[src/rtl/gpt_pkg.sv]
package gpt_pkg;

  // Register offsets on the access port
  localparam logic [2:0] A_CTRL  = 3'd0;
  localparam logic [2:0] A_LOAD  = 3'd1;
  localparam logic [2:0] A_COUNT = 3'd2;
  localparam logic [2:0] A_CLEAR = 3'd3;
  localparam logic [2:0] A_FLAGS = 3'd4;
  localparam logic [2:0] A_CAPT  = 3'd5;

  // Control bit positions
  localparam int CB_EN       = 0;
  localparam int CB_PERIODIC = 1;
  localparam int CB_UP       = 2;
  localparam int CB_PRE_LO   = 3;
  localparam int CB_FAST     = 15;

  // Flag indices (also the bit positions in the clear and flags registers)
  localparam int F_TMO = 0;
  localparam int F_CAP = 1;
  localparam int NFLAGS = 2;

  localparam logic [15:0] CTRL_MASK  = 16'h801F;
  localparam logic [15:0] CTRL_RESET = 16'h0012;

endpackage

[src/rtl/gpt_prescale.sv]
module gpt_prescale #(
  parameter int PW = 8
) (
  input  logic       clk,
  input  logic       rst,
  input  logic       run,
  input  logic [1:0] code,
  input  logic       fast,
  output logic       tick
);

  logic [PW-1:0] cnt_q;
  logic [PW-1:0] lim;

  // Terminal count: divide - 1 for each prescale code
  always_comb begin
    case (code)
      2'd0:    lim = fast ? PW'(0) : PW'(3);
      2'd1:    lim = PW'(15);
      2'd2:    lim = PW'(63);
      default: lim = PW'(255);
    endcase
  end

  // >= so that a smaller code chosen mid-period still ends the period
  assign tick = run && (cnt_q >= lim);

  always_ff @(posedge clk) begin
    if (rst || !run)
      cnt_q <= '0;
    else if (tick)
      cnt_q <= '0;
    else
      cnt_q <= cnt_q + 1'b1;
  end

endmodule

[src/rtl/gpt_count.sv]
module gpt_count #(
  parameter int W = 16
) (
  input  logic         clk,
  input  logic         rst,
  input  logic         en,
  input  logic         periodic,
  input  logic         up,
  input  logic [W-1:0] load,
  input  logic         tick,
  output logic [W-1:0] count,
  output logic         run,
  output logic         wrap
);

  localparam logic [W-1:0] ONES = '1;

  logic [W-1:0] count_q;
  logic         started_q;
  logic [W-1:0] start_val;
  logic         at_end;

  // Start value
  always_comb begin
    if (periodic)
      start_val = load;
    else if (up)
      start_val = '0;
    else
      start_val = ONES;
  end

  assign at_end = up ? (count_q == ONES) : (count_q == '0);
  assign run    = en && started_q;
  assign wrap   = run && tick && at_end;

  always_ff @(posedge clk) begin
    if (rst || !en) begin
      // disabled timer holds a zero count
      count_q   <= '0;
      started_q <= 1'b0;
    end else if (!started_q) begin
      count_q   <= start_val;
      started_q <= 1'b1;
    end else if (tick) begin
      if (at_end)
        count_q <= start_val;          // reload / R7 wrap
      else if (up)
        count_q <= count_q + 1'b1;
      else
        count_q <= count_q - 1'b1;
    end
  end

  assign count = count_q;

endmodule

[src/rtl/gpt_flags.sv]
module gpt_flags #(
  parameter int W = 16,
  parameter int N = 2
) (
  input  logic         clk,
  input  logic         rst,
  input  logic [N-1:0] set,
  input  logic [N-1:0] clr,
  input  logic         cap_load,
  input  logic [W-1:0] cap_val,
  output logic [N-1:0] flags,
  output logic [W-1:0] cap_q
);

  // One sticky flag per source; a set beats a clear in the same cycle
  for (genvar i = 0; i < N; i++) begin : g_flag
    logic f_q;
    always_ff @(posedge clk) begin
      if (rst)
        f_q <= 1'b0;
      else
        f_q <= set[i] | (f_q & ~clr[i]);
    end
    assign flags[i] = f_q;
  end

  // Captured count
  always_ff @(posedge clk) begin
    if (rst)
      cap_q <= '0;
    else if (cap_load)
      cap_q <= cap_val;
  end

endmodule

[src/rtl/gpt_timer.sv]
module gpt_timer
  import gpt_pkg::*;
#(
  parameter int DATA_W = 16,
  parameter int ADDR_W = 3,
  parameter int PRE_W  = 8
) (
  input  logic              clk,
  input  logic              rst,
  input  logic              wr_en,
  input  logic [ADDR_W-1:0] addr,
  input  logic [DATA_W-1:0] wdata,
  output logic [DATA_W-1:0] rdata,
  input  logic              capture_i,
  output logic              irq_timeout,
  output logic              irq_capture,
  output logic              irq
);

  localparam logic [DATA_W-1:0] C_MASK  = DATA_W'(CTRL_MASK);
  localparam logic [DATA_W-1:0] C_RESET = DATA_W'(CTRL_RESET);

  logic [DATA_W-1:0] ctrl_q;
  logic [DATA_W-1:0] load_q;
  logic [DATA_W-1:0] count_w;
  logic [DATA_W-1:0] capt_w;
  logic [NFLAGS-1:0] flags_w;
  logic [NFLAGS-1:0] set_w;
  logic [NFLAGS-1:0] clr_w;
  logic              tick_w;
  logic              run_w;
  logic              wrap_w;
  logic              wr_ctrl, wr_load, wr_clear;

  assign wr_ctrl  = wr_en && (addr == ADDR_W'(A_CTRL));
  assign wr_load  = wr_en && (addr == ADDR_W'(A_LOAD));
  assign wr_clear = wr_en && (addr == ADDR_W'(A_CLEAR));

  // Control and reload registers
  always_ff @(posedge clk) begin
    if (rst) begin
      ctrl_q <= C_RESET;
      load_q <= '0;
    end else begin
      if (wr_ctrl) ctrl_q <= wdata & C_MASK;
      if (wr_load) load_q <= wdata;
    end
  end

  gpt_prescale #(.PW(PRE_W)) u_pre (
    .clk  (clk),
    .rst  (rst),
    .run  (run_w),
    .code (ctrl_q[CB_PRE_LO+1:CB_PRE_LO]),
    .fast (ctrl_q[CB_FAST]),
    .tick (tick_w)
  );

  gpt_count #(.W(DATA_W)) u_cnt (
    .clk      (clk),
    .rst      (rst),
    .en       (ctrl_q[CB_EN]),
    .periodic (ctrl_q[CB_PERIODIC]),
    .up       (ctrl_q[CB_UP]),
    .load     (load_q),
    .tick     (tick_w),
    .count    (count_w),
    .run      (run_w),
    .wrap     (wrap_w)
  );

  assign set_w[F_TMO] = wrap_w;
  assign set_w[F_CAP] = capture_i;
  assign clr_w[F_TMO] = wr_clear && wdata[F_TMO];
  assign clr_w[F_CAP] = wr_clear && wdata[F_CAP];

  gpt_flags #(.W(DATA_W), .N(NFLAGS)) u_flg (
    .clk      (clk),
    .rst      (rst),
    .set      (set_w),
    .clr      (clr_w),
    .cap_load (capture_i),
    .cap_val  (count_w),
    .flags    (flags_w),
    .cap_q    (capt_w)
  );

  // Registered read port
  always_ff @(posedge clk) begin
    if (rst)
      rdata <= '0;
    else begin
      case (addr)
        ADDR_W'(A_CTRL):  rdata <= ctrl_q;
        ADDR_W'(A_LOAD):  rdata <= load_q;
        ADDR_W'(A_COUNT): rdata <= count_w;
        ADDR_W'(A_FLAGS): rdata <= DATA_W'(flags_w);
        ADDR_W'(A_CAPT):  rdata <= capt_w;
        default:          rdata <= '0;
      endcase
    end
  end


  assign irq_timeout = flags_w[F_TMO];
  assign irq_capture = flags_w[F_CAP];
  assign irq         = |flags_w;

endmodule

[config.mk]
export PLATFORM = sky130hd
export DESIGN_NAME = gpt_timer
export DESIGN_NICKNAME = d
export VERILOG_FILES = /design/src/rtl/gpt_pkg.sv /design/src/rtl/gpt_prescale.sv /design/src/rtl/gpt_count.sv /design/src/rtl/gpt_flags.sv /design/src/rtl/gpt_timer.sv
export SDC_FILE = /design/constraint.sdc
export NUM_CORES = 1
export LEC_CHECK = 0
export ABC_AREA = 1
export BUFFER_PORTS_ARGS = -buffer_cell sky130_fd_sc_hd__buf_2
export CAP_MARGIN = 20
export CORE_MARGIN = 2
export CORE_UTILIZATION = 60
export DETAILED_ROUTE_END_ITERATION = 10
export PLACE_DENSITY = 0.87
export SYNTH_ARGS = -nofsm -noshare
export SYNTH_HDL_FRONTEND = slang
export SYNTH_SLANG_ARGS = --single-unit
[constraint.sdc]
create_clock -name clk -period 2.68 [get_ports clk]
set_input_delay 0.134 -clock clk [delete_from_list [all_inputs] [get_ports clk]]
set_output_delay 0.134 -clock clk [all_outputs]
set_load 0.03 [all_outputs]
# Word-level counts from Yosys, hierarchy flattened
# Cells that the tools add are included.
dict set report totals {
  ff_bits 81
  latch_bits 0
  mem_bits_rw 0
  rom_bits 0
  inputBits 23
  out_inout_bits 19
  word_cells 57
  mem_count 0
}
dict set report op_classes {
  add_sub_neg 3
  mul 0
  div 0
  order_cmp 1
  n_eq_ne 9
  shifts 0
  muxes 11
  bitwise_logic 6
  reduce_logical 18
}
# cell n
set ops {}
lappend ops {{$mux W16} 6}
lappend ops {{$pmux W16 S5} 1}
lappend ops {{$pmux W8 S3} 1}
lappend ops {{$add A16 B1 Y16 const B} 1}
lappend ops {{$eq A16 B16 Y1 const B} 1}
lappend ops {{$logic_not A16 Y1} 1}
lappend ops {{$sub A16 B1 Y16 const B} 1}
lappend ops {{$logic_and A1 B1 Y1} 9}
lappend ops {{$add A8 B1 Y8 const B} 1}
lappend ops {{$ge A8 B8 Y1} 1}
lappend ops {{$eq A3 B2 Y1 const B} 2}
lappend ops {{$eq A3 B3 Y1 const B} 2}
lappend ops {{$reduce_or A2 Y1} 2}
lappend ops {{$eq A3 B1 Y1 const B} 1}
lappend ops {{$logic_not A3 Y1} 1}
lappend ops {{$and A1 B1 Y1} 2}
lappend ops {{$eq A2 B1 Y1 const B} 1}
lappend ops {{$eq A2 B2 Y1 const B} 1}
lappend ops {{$logic_not A1 Y1} 2}
lappend ops {{$logic_not A2 Y1} 1}
lappend ops {{$logic_or A1 B1 Y1} 2}
lappend ops {{$mux W1} 2}
lappend ops {{$mux W2} 1}
lappend ops {{$ne A2 B1 Y1 const B} 1}
lappend ops {{2 further kinds} 4}

# Depth between registers and ports, before layout
dict set report logic_depth {
  depth_word 7
  depth_mapped 20
  mapped_depth_nobuf 19
}

# Hierarchy
# Synthesis repeated with hierarchy kept, for this count alone.
dict set report unflattened {
  hier_cells 752
  area_unflattened_um2 4890.9
}
# mod n_inst cells_each area_each_um2 seq_area_each_um2
set by_module_without_submodules {}
lappend by_module_without_submodules {gpt_count 1 345 1988.2 340.3}
lappend by_module_without_submodules {gpt_timer 1 244 1630.3 760.7}
lappend by_module_without_submodules {gpt_flags 1 81 639.4 360.3}
lappend by_module_without_submodules {gpt_prescale 1 82 633.1 160.2}

# Worst setup path before layout
# No wires, ideal clock.
dict set report synth_path {
  path_type {reg2reg}
  from {register ctrl_q[4]}
  to {register u_pre.cnt_q[2]}
  setup_ns 0.080
  t_arrival_ns 1.909
  t_required_ns 2.600
  setup_slack_ns 0.692
  stages_incl_launch_ff 17
  path_buffers 1
  synth_period_minus_slack_ns 1.988
  cell_sequence {dfxtp_1 -> inv_1 -> ha_1 -> nand2_1 -> nand2_1 -> nor2_1 -> ha_1 -> nand2_1 -> nand2_1 -> nand2_1 -> nand2_1 -> nand2_1 -> nand3_1 -> nand2_2 -> nand3_2 -> buf_2 -> nor3b_1}
}
dict set report synth_between {
  elab_chain_len 5
  elab_cells_between_ends 7
  cone_classes {order compare (1); eq/ne (2); mux (1); reduce/logical (3)}
}
# element line_no
set synth_rtl {}
lappend synth_rtl {{start, declared} gpt_timer.sv:23} ;# logic [DATA_W-1:0] ctrl_q;
lappend synth_rtl {{start signal, assigned} gpt_timer.sv:45} ;# if (wr_ctrl) ctrl_q <= wdata & C_MASK;
lappend synth_rtl {{$eq A2 B2 Y1, or another cell as far along} gpt_prescale.sv:17} ;# case (code)
lappend synth_rtl {{$pmux W8 S3 *} gpt_prescale.sv:17}
lappend synth_rtl {{$ge A8 B8 Y1 *} gpt_prescale.sv:26} ;# assign tick = run && (cnt_q >= lim);
lappend synth_rtl {{$logic_and A1 B1 Y1 *} gpt_prescale.sv:26}
lappend synth_rtl {{$reduce_or A2 Y1 (no line) *} n/a}
lappend synth_rtl {{end signal, assigned} gpt_prescale.sv:34} ;# cnt_q <= cnt_q + 1'b1;
lappend synth_rtl {{end, declared} gpt_prescale.sv:12} ;# logic [PW-1:0] cnt_q;
# Every way passes the cells marked *; elsewhere a longest branch is shown, timed or not.
# A chain may end at the register's enable or synchronous reset.

# Worst setup path after layout
dict set report layout_path {
  from {register ctrl_q[4]}
  to {register u_cnt.count_q[15] (netlist: u_cnt.count[15])}
}
dict set report layout_between {
  elab_chain_len 5
  elab_cells_between_ends 7
  cone_classes {order compare (1); eq/ne (3); mux (1); reduce/logical (2)}
}
# element line_no
set layout_rtl {}
lappend layout_rtl {{$eq A2 B2 Y1, or another cell as far along} gpt_prescale.sv:17}
lappend layout_rtl {{$pmux W8 S3 *} gpt_prescale.sv:17}
lappend layout_rtl {{$ge A8 B8 Y1 *} gpt_prescale.sv:26}
lappend layout_rtl {{$logic_and A1 B1 Y1 *} gpt_prescale.sv:26}
lappend layout_rtl {{$ne A2 B1 Y1 (no line) *} n/a}
lappend layout_rtl {{end signal, assigned} gpt_count.sv:43} ;# count_q <= start_val;
lappend layout_rtl {{end signal, assigned} gpt_count.sv:47} ;# count_q <= start_val;
lappend layout_rtl {{end signal, assigned} gpt_count.sv:49} ;# count_q <= count_q + 1'b1;
lappend layout_rtl {{end, declared} gpt_count.sv:18} ;# logic [W-1:0] count_q;
# Marked as above.

==> flow_summary.json <==
{
  "crit_required_ns": 2.97,
  "fin_ws_ns": 0.249,
  "postSynthCellCount": 707,
  "worstPathArrival_ns": 2.72,
  "hold_viol": 0,
  "grt_first_pass_wirelength_um": 19800,
  "cts_made_buffers": 9,
  "cap_violations": 0,
  "powerDensity_nw_per_um2": 450,
  "drc_errors": 0,
  "fin_skew_ns": 0.00909,
  "final_area_um2": 5060,
  "post-dp-hpwl_um": 8790,
  "io_pins": 42,
  "tightest_slew_ns": 0.669,
  "gp_congestion": 0.923,
  "post_drt_wl_per_cell_um": 14.0,
  "finalSetupTns_ns": 0,
  "syn2layout_area_growth_pct": 8.45,
  "netlist_area_um2": 4660,
  "path_class": "reg2reg",
  "nets": 790,
  "place_area_um2": 4890,
  "grt_remaining_overflow": 0,
  "grt_max_degree": 49,
  "drt_wl_total_um": 11800,
  "cts_tree": "yes",
  "die-area_um2": 8500,
  "outcome": "completed",
  "coreArea_um2": 7650,
  "slew_headroom": 0.554,
  "initial_core_util": 0.610,
  "period_share": 0.907,
  "vias": 4685,
  "cts_resized": 0,
  "seq_area_frac_synth": 0.348,
  "drtIter0Drc": 436,
  "routed_via_density": 5.52,
  "clkTransAtPathRegs_ns": 0.08,
  "synth-seq-cells": 81,
  "grt_util_all_layers": 0.289,
  "path_common_cell": "nand2_1",
  "grt_pass1_vias": 4212,
  "num_antenna_cells": 0,
  "synth-main-ff-cell": "dfxtp_1",
  "syn_nets": 756,
  "place_ws_ns": 0.307,
  "critPathMaxFanout": 13,
  "syn_avg_cell_area_um2": 6.60,
  "drv_slew": 0,
  "final_layout_size_suffix_gt1_frac": 0.0965,
  "fp.dieW_um": 92.2,
  "synth_edf_count": 0,
  "cts_max_level": 3,
  "clk_latency_ns": 0.35,
  "fillCellCount": 659,
  "cpMaxStageDelayCell": "dfxtp_1",
  "cts.sinks": 81,
  "grt_antenna_before_repair": 0,
  "critPathCaptureType": "register",
  "worst_ir_drop_vdd_uv": 246,
  "worstHoldPathType": "in2reg",
  "ant_nets": 0,
  "holdWs_ns": 0.0101,
  "port_buffers": 41,
  "dr.pass1.iters": 6,
  "cts.path.max_buffers": 2,
  "setup_viol": 0,
  "die_y_um": 92.2,
  "synth_cell_types": 37,
  "max_stage_delay_ns": 0.34,
  "fin_crit_ns": 2.43,
  "fp-row-count": 32,
  "ys_async_sr_fraction": 0,
  "critPathLaunchType": "register",
  "fmax_mhz": 411,
  "rsz0062_at_grt": "false",
  "yosys_warnings": 0,
  "postCtsSetupBuffers": 0,
  "p_leak_nw": 2.57,
  "crit_chain": "inv_1 -> ha_1 -> nand2_1 -> nand2_1 -> nor2_1 -> ha_1 -> nand2_1 -> nand2_1 -> nand2_1 -> nand2_1 -> nand2_1 -> nand3_1 -> nand2_2 -> nand3_2 -> inv_2 -> nand2_1 -> nand2_1",
  "cts_root_buf": "clkbuf_8"
}
layer usage:
metal | vias up | track usage | routed length [um]
li1 | 2316 | - | -
met1 | 2122 | 0.387 | 5160
met2 | 212 | 0.478 | 5500
met3 | 35 | 0.0485 | 906
met4 | 0 | 0.0858 | 285
met5 | - | 0 | 0
cell usage in the layout (no fill, tap or decap), types with 8 or more instances in the layout:
cell type,count
buf_2,41
nand4_1,8
inv_1,105
dfxtp_1,81
o21ai_0,58
nor2_1,78
nand2_1,200
clkbuf_8,9
nand3_1,37
a21oi_1,37
ha_1,25
through the flow:
step | power, W | util | cells
final | 0.00228 | 0.661 | 848
after global routing | 0.00236 | 0.661 | 848
after CTS | 0.00227 | 0.661 | 848
after detailed placement | 0.00152 | 0.639 | 831
after global placement | 0.00151 | 0.639 | 831
after floorplan | 0.00145 | - | 707
state kept, by name, indices dropped and copies added, names as in the netlist:
name              flops
ctrl_q                6
load_q               16
rdata                16
u_cnt.count          16
u_cnt.started_q       1
u_flg.cap_q          16
u_flg.g_flag.f_q      2
u_pre.cnt_q           8
cell families (layout without fill, tap and decap cells):
logic type,Yosys count,count (layout),synth area share
compound gates,125,125,0.150
fa+ha+maj,26,26,0.0714
simple gates,336,336,0.297
buf+inv,128,167,0.113
xor+xnor,11,11,0.0207
flops,81,81,0.348
final timing paths:
path,slack [ns],depth (start not counted),from,end
worst min register to register,0.48,1,u_pre.cnt_q[0]$_SDFF_PP0_,u_pre.cnt_q[0]$_SDFF_PP0_
worst max register to register,0.25,17,ctrl_q[4]$_SDFFE_PP1P_,u_cnt.count[15]$_SDFFE_PN0P_
worst min-delay path,0.01,3,wdata[10],load_q[10]$_SDFFE_PP0P_
worst max-delay path,0.25,17,ctrl_q[4]$_SDFFE_PP1P_,u_cnt.count[15]$_SDFFE_PN0P_
layout make-up:
cell class / instances / area (um2) / share of cell area
multi-input cells: 498 / 2510 / 0.497
repair buffers: 44 / 230 / 0.0455
clock inverters: 6 / 35.0 / 0.00693
clock buffers: 10 / 128 / 0.0252
well taps: 102 / 128 / 0.0252
flip-flops and latches: 81 / 1620 / 0.321
inverters: 107 / 402 / 0.0794
worst max-delay path, delay by kind of cell, from the launching register on:
kind | cells | cell delay [ns]
flip-flops | 1 | 0.34
adder cells (fa/ha/maj) | 2 | 0.51
buffers and inverters | 2 | 0.37
AND/OR/NAND/NOR | 13 | 1.15
cell usage after synthesis (2+ instances only):
cell type    n  area (um2)
ha_1        25         313
inv_2        2        7.51
clkbuf_1     7        26.3
a221oi_1     4        35.0
o21ai_2      2        17.5
dfxtp_1     81        1620
nand3_2      3        30.0
nand2_1    200         751
nor2_1      78         293
o22ai_1      6        37.5
a211oi_1     2        15.0
o21ai_1      3        15.0
buf_4        2        15.0
buf_6        2        22.5
o21ai_0     58         290
a22oi_1      4        30.0
nand4_1      8        50.1
nand2_2      2        12.5
and2_1       3        18.8
inv_1      105         394
xor2_1       7        61.3
xnor2_1      4        35.0
buf_2        7        35.0
a21oi_1     37         185
nand3_1     37         185
o211ai_1     7        52.6
report_power, final:
part           switching, W  internal (W)  total [W]
combinational      0.000168     0.0000845   0.000252
clock              0.000442      0.000330   0.000772
sequential        0.0000216       0.00123    0.00125
total              0.000631       0.00165    0.00228
what timing repair did:
action | in CTS | in global routing
endpoints found under the hold margin | 1 | 0
hold buffers | 1 | 0
endpoints found under the setup margin | 0 | 0
No activity file was read; power rests on OpenSTA's default activity.
